**config.mk**
```make
export PLATFORM = sky130hd
export DESIGN_NAME = wdg_top
export DESIGN_NICKNAME = d
export VERILOG_FILES = /design/src/rtl/wdg_pkg.sv /design/src/rtl/wdg_regs.sv /design/src/rtl/wdg_tick.sv /design/src/rtl/wdg_core.sv /design/src/rtl/wdg_top.sv
export SDC_FILE = /design/constraint.sdc
export NUM_CORES = 1
export LEC_CHECK = 0
export ABC_CLOCK_PERIOD_IN_PS = 2900
export BUFFER_PORTS_ARGS = -buffer_cell sky130_fd_sc_hd__buf_2
export CORE_MARGIN = 1
export CORE_UTILIZATION = 56
export CTS_CLUSTER_SIZE = 40
export DETAILED_ROUTE_END_ITERATION = 8
export GPL_TIMING_DRIVEN = 1
export PLACE_DENSITY_LB_ADDON = 0.1
export SYNTH_ARGS = -nofsm -noshare
export SYNTH_HDL_FRONTEND = slang
export SYNTH_HIERARCHICAL = 1
export SYNTH_SLANG_ARGS = --single-unit
```
**constraint.sdc**
```tcl
create_clock -name clk -period 2.9 [get_ports clk]
set_input_delay 0.58 -clock clk [delete_from_list [all_inputs] [get_ports clk]]
set_output_delay 0.58 -clock clk [all_outputs]
set_load 0.005 [all_outputs]
```
**src/rtl/wdg_pkg.sv**
```systemverilog
// Shared definitions for the countdown watchdog: register addresses,
// bit positions inside the registers, and the reset count.
package wdg_pkg;
    typedef enum logic [1:0] {
        A_ENABLE = 2'd0,
        A_MODE   = 2'd1,
        A_COUNT  = 2'd2,
        A_STATUS = 2'd3
    } wdg_addr_e;

    localparam int EN_BIT      = 0;
    localparam int UNIT_BIT    = 3;
    localparam int FLAG_BIT    = 4;
    localparam int CNT_RST_VAL = 4;
endpackage

```
**src/rtl/wdg_regs.sv**
```systemverilog
// Register decode for the watchdog.
// It holds the enable bit and the unit bit, and it turns writes into
// load and flag-clear strobes for the counter core.
// It also drives the combinational read data.
// Assumes DW >= 5, so that the flag bit position exists.
module wdg_regs
    import wdg_pkg::*;
#(
    parameter int DW = 8
) (
    input  logic          clk,
    input  logic          rst_n,
    input  logic [1:0]    addr,
    input  logic [DW-1:0] wdata,
    input  logic          wr,
    input  logic [DW-1:0] cnt_q,
    input  logic          flag_q,
    output logic          en_q,
    output logic          unit_q,
    output logic          cnt_ld,
    output logic [DW-1:0] ld_val,
    output logic          flag_clr,
    output logic [DW-1:0] rdata
);
    // Write strobes. The enable register is the only one writable
    // while the circuit is off.
    always_comb begin
        cnt_ld   = wr && (addr == A_COUNT) && en_q;
        ld_val   = wdata;
        flag_clr = wr && (addr == A_STATUS) && en_q && !wdata[FLAG_BIT];
    end

    // Storage for the enable bit and the unit bit.
    always_ff @(posedge clk) begin
        if (!rst_n) begin
            en_q   <= 1'b0;
            unit_q <= 1'b0;
        end else if (wr) begin
            if (addr == A_ENABLE)
                en_q <= wdata[EN_BIT];
            if (addr == A_MODE && en_q)
                unit_q <= wdata[UNIT_BIT];
        end
    end

    // Read mux. Unused bits read as zero.
    always_comb begin
        rdata = '0;
        case (addr)
            A_ENABLE: rdata[EN_BIT]   = en_q;
            A_MODE:   rdata[UNIT_BIT] = unit_q;
            A_COUNT:  rdata           = cnt_q;
            default:  rdata[FLAG_BIT] = flag_q;
        endcase
    end

    // the mode bit cannot change while the circuit is off.
    a_r2_mode_locked: assert property (@(posedge clk) disable iff (!rst_n)
        (!en_q && wr && addr == A_MODE) |=> $stable(unit_q));
endmodule

```
**src/rtl/wdg_tick.sv**
```systemverilog
// Prescaler for the watchdog.
// It produces one tick every SEC_DIV or MIN_DIV cycles of run time,
// chosen by the unit bit.
// While run is low the phase is held. A clear pulse restarts the phase.
// Assumes both divide ratios are at least 1.
module wdg_tick #(
    parameter int SEC_DIV = 4,
    parameter int MIN_DIV = 12
) (
    input  logic clk,
    input  logic rst_n,
    input  logic clr,
    input  logic run,
    input  logic unit,
    output logic tick
);
    localparam int MAXD = (SEC_DIV > MIN_DIV) ? SEC_DIV : MIN_DIV;
    localparam int PW   = (MAXD > 1) ? $clog2(MAXD + 1) : 1;

    logic [PW-1:0] pcnt;
    logic [PW-1:0] lim;

    // Last phase value of the selected unit.
    always_comb begin
        lim  = unit ? PW'(MIN_DIV - 1) : PW'(SEC_DIV - 1);
        tick = run && (pcnt >= lim);
    end

    // Phase counter. Clear wins over run, and it wraps on a tick.
    always_ff @(posedge clk) begin
        if (!rst_n)
            pcnt <= '0;
        else if (clr)
            pcnt <= '0;
        else if (run)
            pcnt <= tick ? '0 : pcnt + PW'(1);
    end

    // a reload restarts the step phase.
    a_r5_phase_restart: assert property (@(posedge clk) disable iff (!rst_n)
        clr |=> (pcnt == '0));
endmodule

```
**src/rtl/wdg_core.sv**
```systemverilog
// Countdown core of the watchdog.
// It holds the live count, the value restored on a restart, and the
// timeout flag.
// The order of precedence is: load, then flag clear, then tick.
// Assumes the strobes from the register decode are already gated by enable.
module wdg_core
    import wdg_pkg::*;
#(
    parameter int DW = 8
) (
    input  logic          clk,
    input  logic          rst_n,
    input  logic          en,
    input  logic          cnt_ld,
    input  logic [DW-1:0] ld_val,
    input  logic          flag_clr,
    input  logic          tick,
    output logic [DW-1:0] cnt_q,
    output logic          flag_q,
    output logic          active,
    output logic          pre_clr
);
    logic [DW-1:0] rel_q;
    logic          restart;

    // Counting condition and prescaler restart.
    always_comb begin
        active  = en && (cnt_q != '0) && !flag_q;
        restart = flag_clr && flag_q;
        pre_clr = cnt_ld || restart;
    end

    // Count, reload value and flag update.
    always_ff @(posedge clk) begin
        if (!rst_n) begin
            cnt_q  <= DW'(CNT_RST_VAL);
            rel_q  <= DW'(CNT_RST_VAL);
            flag_q <= 1'b0;
        end else if (cnt_ld) begin
            cnt_q <= ld_val;
            if (ld_val != '0)
                rel_q <= ld_val;
        end else if (restart) begin
            flag_q <= 1'b0;
            cnt_q  <= rel_q;
        end else if (active && tick) begin
            cnt_q <= cnt_q - DW'(1);
            if (cnt_q == DW'(1))
                flag_q <= 1'b1;
        end
    end

    // a tick with no load lowers the count by exactly one.
    a_r3_step_one: assert property (@(posedge clk) disable iff (!rst_n)
        (active && tick && !cnt_ld) |=> (cnt_q == $past(cnt_q) - DW'(1)));
    // the last step sets the flag and leaves the count at zero.
    a_r6_flag_on_zero: assert property (@(posedge clk) disable iff (!rst_n)
        (active && tick && !cnt_ld && cnt_q == DW'(1)) |=> (flag_q && cnt_q == '0));
    // only a clearing write can drop the flag.
    a_r7_flag_holds: assert property (@(posedge clk) disable iff (!rst_n)
        (flag_q && !flag_clr) |=> flag_q);
    // a clear restarts with a non-zero count.
    a_r8_restart: assert property (@(posedge clk) disable iff (!rst_n)
        restart |=> (!flag_q && cnt_q != '0));
    // while disabled, the count is frozen.
    a_r9_frozen: assert property (@(posedge clk) disable iff (!rst_n)
        (!en && !cnt_ld && !restart) |=> $stable(cnt_q));
endmodule

```
**src/rtl/wdg_top.sv**
```systemverilog
// Countdown watchdog top level.
// It selects the reset source and connects the register decode, the
// prescaler and the countdown core.
// Both reset inputs are synchronous and active low.
// rst_src_sel is expected to be static around any reset pulse.
module wdg_top #(
    parameter int DW      = 8,
    parameter int SEC_DIV = 4,
    parameter int MIN_DIV = 12
) (
    input  logic          clk,
    input  logic          rst_a_n,
    input  logic          rst_b_n,
    input  logic          rst_src_sel,
    input  logic [1:0]    reg_addr,
    input  logic [DW-1:0] reg_wdata,
    input  logic          reg_wr,
    output logic [DW-1:0] reg_rdata,
    output logic          wdt_out_n
);
    logic          rst_n;
    logic          en_q;
    logic          unit_q;
    logic          cnt_ld;
    logic          flag_clr;
    logic          flag_q;
    logic          active;
    logic          pre_clr;
    logic          tick;
    logic [DW-1:0] ld_val;
    logic [DW-1:0] cnt_q;

    // Reset source selection and timeout output level.
    always_comb begin
        rst_n     = rst_src_sel ? rst_b_n : rst_a_n;
        wdt_out_n = !flag_q;
    end

    wdg_regs #(.DW(DW)) u_regs (
        .clk      (clk),
        .rst_n    (rst_n),
        .addr     (reg_addr),
        .wdata    (reg_wdata),
        .wr       (reg_wr),
        .cnt_q    (cnt_q),
        .flag_q   (flag_q),
        .en_q     (en_q),
        .unit_q   (unit_q),
        .cnt_ld   (cnt_ld),
        .ld_val   (ld_val),
        .flag_clr (flag_clr),
        .rdata    (reg_rdata)
    );

    wdg_tick #(.SEC_DIV(SEC_DIV), .MIN_DIV(MIN_DIV)) u_tick (
        .clk   (clk),
        .rst_n (rst_n),
        .clr   (pre_clr),
        .run   (active),
        .unit  (unit_q),
        .tick  (tick)
    );

    wdg_core #(.DW(DW)) u_core (
        .clk      (clk),
        .rst_n    (rst_n),
        .en       (en_q),
        .cnt_ld   (cnt_ld),
        .ld_val   (ld_val),
        .flag_clr (flag_clr),
        .tick     (tick),
        .cnt_q    (cnt_q),
        .flag_q   (flag_q),
        .active   (active),
        .pre_clr  (pre_clr)
    );

    // the reset selected by rst_src_sel returns the block to its reset state.
    a_r10_reset_state: assert property (@(posedge clk)
        !rst_n |=> (wdt_out_n && cnt_q == DW'(4) && !en_q));
endmodule

```
# Yosys cells after proc, flatten, opt, wreduce, memory -nomap -nowiden
# Cells that the tools add are included.
dict set report totals {
  wordCells 55
  regBits 23
  input_bits 15
}
dict set report op_classes {
  n_mux 14
  addsub 2
  order_cmp 1
  reduce_logical 26
  eq_ne 4
  bitwise 2
}
# cell n
set op_table {}
lappend op_table {{$mux W8} 3}
lappend op_table {{$reduce_bool A8 Y1} 2}
lappend op_table {{$logic_and A1 B1 Y1} 11}
lappend op_table {{$eq A8 B1 Y1 const B} 1}
lappend op_table {{$mux W4} 2}
lappend op_table {{$sub A8 B1 Y8 const B} 1}
lappend op_table {{$pmux W1 S2} 3}
lappend op_table {{$reduce_and A2 Y1} 3}
lappend op_table {{$add A4 B1 Y4 const B} 1}
lappend op_table {{$eq A2 B2 Y1 const B} 2}
lappend op_table {{$ge A4 B4 Y1} 1}
lappend op_table {{$mux W1} 4}
lappend op_table {{$reduce_bool A2 Y1} 2}
lappend op_table {{$reduce_or A2 Y1} 2}
lappend op_table {{$mux W3} 1}
lappend op_table {{$reduce_and A3 Y1} 1}
lappend op_table {{$reduce_bool A3 Y1} 1}
lappend op_table {{$eq A2 B1 Y1 const B} 1}
lappend op_table {{$logic_not A1 Y1} 2}
lappend op_table {{$logic_not A2 Y1} 1}
lappend op_table {{$mux W2} 1}
lappend op_table {{$not A1 Y1} 2}
lappend op_table {{$logic_or A1 B1 Y1} 1}

# Depth between registers and ports, before layout
dict set report logic_depth {
  depth_word 8
  ltp_mapped 9
  mapped_depth_nobuf 9
}

# Cells and area by module
# The synthesis kept the hierarchy.
# mod n_inst area_each_um2 seq_area_each_um2 cells_each
set modules_own_cells {}
lappend modules_own_cells {wdg_core 1 1033.5 340.3 115}
lappend modules_own_cells {wdg_regs 1 300.3 40.0 37}
lappend modules_own_cells {wdg_tick 1 235.2 80.1 28}
lappend modules_own_cells {wdg_top 1 18.8 0.0 2}

# Least setup slack after synthesis
# Ideal clock, no wire load.
dict set report synth_timing {
  kind {register to register}
  from {reg u_core.cnt_q[0]}
  to {reg u_core.cnt_q[3]}
  arrival_time_ns 2.363
  setup_ns 0.079
  period_less_slack_ns 2.443
  t_required_ns 2.821
  path_slack_ns 0.457
  path_stages_with_launch 10
  cell_sequence {dfxtp_1 > inv_1 > ha_1 > nor3b_2 > a21oi_1 > a21boi_0 > nand3b_4 > a2111oi_2 > xnor2_1 > a211oi_2}
}
dict set report synth_between {
  elab_chain_cells 6
}
# element line
set synth_lines {}
lappend synth_lines {{start, declared} wdg_core.sv:18} ;# output logic [DW-1:0] cnt_q,
lappend synth_lines {{start signal, assigned} wdg_core.sv:36} ;# cnt_q <= DW'(CNT_RST_VAL);
lappend synth_lines {{start signal, assigned} wdg_core.sv:40} ;# cnt_q <= ld_val;
lappend synth_lines {{start signal, assigned} wdg_core.sv:45} ;# cnt_q <= rel_q;
lappend synth_lines {{$reduce_bool A8 Y1} wdg_core.sv:28} ;# active = en && (cnt_q != '0) && !flag_q;
lappend synth_lines {{$logic_and A1 B1 Y1 (2 in a row)} wdg_core.sv:28}
lappend synth_lines {{named net active} wdg_top.sv:27} ;# logic active;
lappend synth_lines {{$logic_and A1 B1 Y1} wdg_tick.sv:26} ;# tick = run && (pcnt >= lim);
lappend synth_lines {{named net tick} wdg_top.sv:29} ;# logic tick;
lappend synth_lines {{$logic_and A1 B1 Y1} wdg_core.sv:46} ;# end else if (active && tick) begin
lappend synth_lines {{$reduce_bool A3 Y1 (no line)} --}
# The timed path passes the listed nets, and every way through them passes these cells. The select of a mux whose other input is x is not followed.
# A chain may end at the register's enable or synchronous reset.

# Worst setup path after layout
# Same ends and word-level chain as after synthesis.

==> impl_metrics.tcl <==
set metrics [dict create \
    outcome "finished clean" \
    vdd_drop_max_mv 0.248 \
    ys_ff_latch 23 \
    ys_warn_count 6 \
    hold_path_depth 2 \
    holdWs_ns 0.473 \
    htree_levels 1 \
    io_pins 24 \
    hold_path.class "register to register" \
    synthesis.area_um2 1590 \
    grt_overflow 0 \
    place_hpwl_um 2740 \
    cts_resized 0 \
    worst_pin_slew_ns 0.567 \
    worstRegToRegCells 9 \
    fin_nets 224 \
    synthDistinctLibCells 55 \
    max_freq_mhz 394 \
    initial_core_util 0.618 \
    yosysMostFrequentCell "dfxtp_1" \
    period_share 0.875 \
    slew_headroom 0.619 \
    drc 0 \
    cts.path.max_buffers 2 \
    postCtsHoldBufs 0 \
    num_rows 18 \
    rsz0062_at_grt "false" \
    rr_startpoint "u_core/cnt_q[0]" \
    cts_sinks 23 \
    crit_type "register to register" \
    grt_pass1_wl_um 6100 \
    dieWidth_um 55.2 \
    grt_usage 0.249 \
    final_cells 228 \
    period_minus_slack_ns 2.54 \
    r2r_end "u_core/cnt_q[3]" \
    syn-num-nets 207 \
    port-buffer-count 23 \
    leakage_nw 0.707 \
    worstPathRequired_ns 3.15 \
    area_growth_pct 6.86 \
    ant_nets 0 \
    first_pass_iters 4 \
    ys_async_sr_fraction 0 \
    cp.arrival_ns 2.79 \
    tns_ns 0 \
    crit_path_end_kind "register" \
    pwr_density_cell_nw_per_um2 319 \
    yosys_most_used_dff "dfxtp_1" \
    cts_made_buffers 3 \
    cp-start-kind "register" \
    drt_iter0_drc 86 \
    skew_ns 0.00948 \
    synth_enable_flop_cells 0 \
    postCtsSetupBuffers 0 \
    wl_um 3650 \
    n_antenna_cell 0 \
    min_to "u_core/rel_q[7]" \
    synth_top_area_frac 0.290 \
    synthTopCellsByArea "dfxtp_1 (29%), ha_1 (7.9%), nor2b_1 (4.3%), nand2_1 (4.0%), buf_4 (3.8%)" \
    vias_per_cell 6.17 \
    wl_per_cell_um 16.0 \
    drv_slew 0 \
    path_max_fanout 6 \
    dp_cells 224 \
    core_area_um2 2570 \
    yosys.area.top_type "dfxtp_1" \
    cts_tree "done" \
    min-delay-start "u_core/rel_q[7]" \
    drive_gt1_frac 0.232 \
    p_total_mw 0.540 \
    via_count 1407 \
    hold_viol 0 \
    die_h_um 55.2 \
    grt_pass1_vias 1326 \
    grt_max_degree 23 \
    maxCapViolations 0 \
    ys_seq_area_frac 0.290 \
    insertion_delay_ns 0.31 \
    r2r_slack_ns 0.36 \
    setup_viol_count_final 0 \
    fin_util 0.661 \
    clkTransAtPathRegs_ns 0.13 \
    place.gp.congestion 0.932 \
    synthCells 182 \
    dieArea_um2 3050 \
    cts.root.buffer_cell "clkbuf_4" \
    antenna_found_initial 0 \
    synth_common_cells "dfxtp_1 (23), nand2_1 (17), nor2b_1 (11)" \
    avgSynthCellArea_um2 8.72 \
]
[worst max-delay path by stage]
stage / startpoint / depth (start not counted) / slack (ns) / end
after global placement: u_core/cnt_q[0] / 9 / 0.51 / u_core/cnt_q[3]
after detailed placement: u_core/cnt_q[0] / 9 / 0.42 / u_core/cnt_q[3]
final: u_core/cnt_q[0] / 9 / 0.36 / u_core/cnt_q[3]
after global routing: u_core/cnt_q[0] / 9 / 0.20 / u_core/cnt_q[3]
after CTS: u_core/cnt_q[0] / 9 / 0.38 / u_core/cnt_q[3]
after floorplan: u_core/cnt_q[0] / 9 / 0.46 / u_core/cnt_q[3]
[layer usage]
metal	routed length [um]	global-route usage
met4	15	0.0714
met2	1700	0.403
met3	216	0.0234
met5	0	0
met1	1720	0.351
[kinds of logic (layout without fill, tap and decap cells)]
group | after synthesis | count (layout) | synth area share
AOI/OAI and AO/OA | 50 | 50 | 0.243
xor gates and xnor gates | 2 | 2 | 0.0110
adders and majority gates | 10 | 10 | 0.0788
buffers and inverters | 22 | 38 | 0.0756
DFF | 23 | 23 | 0.290
muxes | 3 | 3 | 0.0221
and+or+nand+nor | 72 | 72 | 0.280
[placed cells by master, fill, tap and decap left out, types with 2 or more instances in the layout]
master,Yosys,layout
and2_1,7,7
buf_4,8,2
xnor2_1,2,2
nand2b_1,5,5
a21oi_1,7,7
buf_2,0,23
o311a_1,2,2
nor2b_1,11,11
or4_1,3,3
o21a_1,3,3
a211oi_2,2,2
ha_1,10,10
a211oi_1,2,2
a21boi_0,2,2
o21ai_0,5,5
a22oi_1,5,5
nand4b_1,2,2
nand4_1,3,3
nand3_1,6,6
a31oi_1,5,5
clkbuf_4,0,3
nor3_1,2,2
mux2i_1,2,2
nor2_1,4,4
nand2_1,17,17
a21boi_1,2,2
inv_1,8,8
dfxtp_1,23,23
o221ai_1,2,2
a21oi_2,2,2
[area by class of cell]
type,count,area [um^2]
inverter,9,33.8
timing repair buffer,25,130
sequential,23,460
tap,30,37.5
clock buffer,3,22.5
clock inverter,1,5.00
multi-input combinational,137,1010
fill,225,871
[flip-flops by register name, indices dropped and copies added, names as in the netlist]
name and flops:
u_core/rel_q 8, u_regs/unit_q 1, u_regs/en_q 1, u_core/cnt_q 8, u_tick/pcnt 4, u_core/flag_q 1
[stage by stage]
step | setup slack, ns | cell area (um^2)
2_1_floorplan | 0.457 | 1590
3_3_place_gp | 0.508 | 1670
3_5_place_dp | 0.418 | 1670
4_1_cts | 0.377 | 1700
5_1_grt | 0.202 | 1700
6_report | 0.363 | 1700
[power by group]
part | switching, mW | internal, mW | leakage [nW] | total, mW
Sequential | 0.00569 | 0.320 | 0.186 | 0.326
Combinational | 0.0368 | 0.0276 | 0.504 | 0.0644
Clock | 0.0985 | 0.0515 | 0.0177 | 0.150
[worst max-delay path: stages, from the launching register on]
cell and delay (ns):
dfxtp_1 0.46, inv_1 0.12, ha_1 0.22, nor3b_2 0.20, a21oi_1 0.18, a21boi_0 0.35, nand3b_4 0.16, a2111oi_2 0.42
xnor2_1 0.14, a211oi_2 0.22
Note: power is estimated with default switching activity, not from simulation.
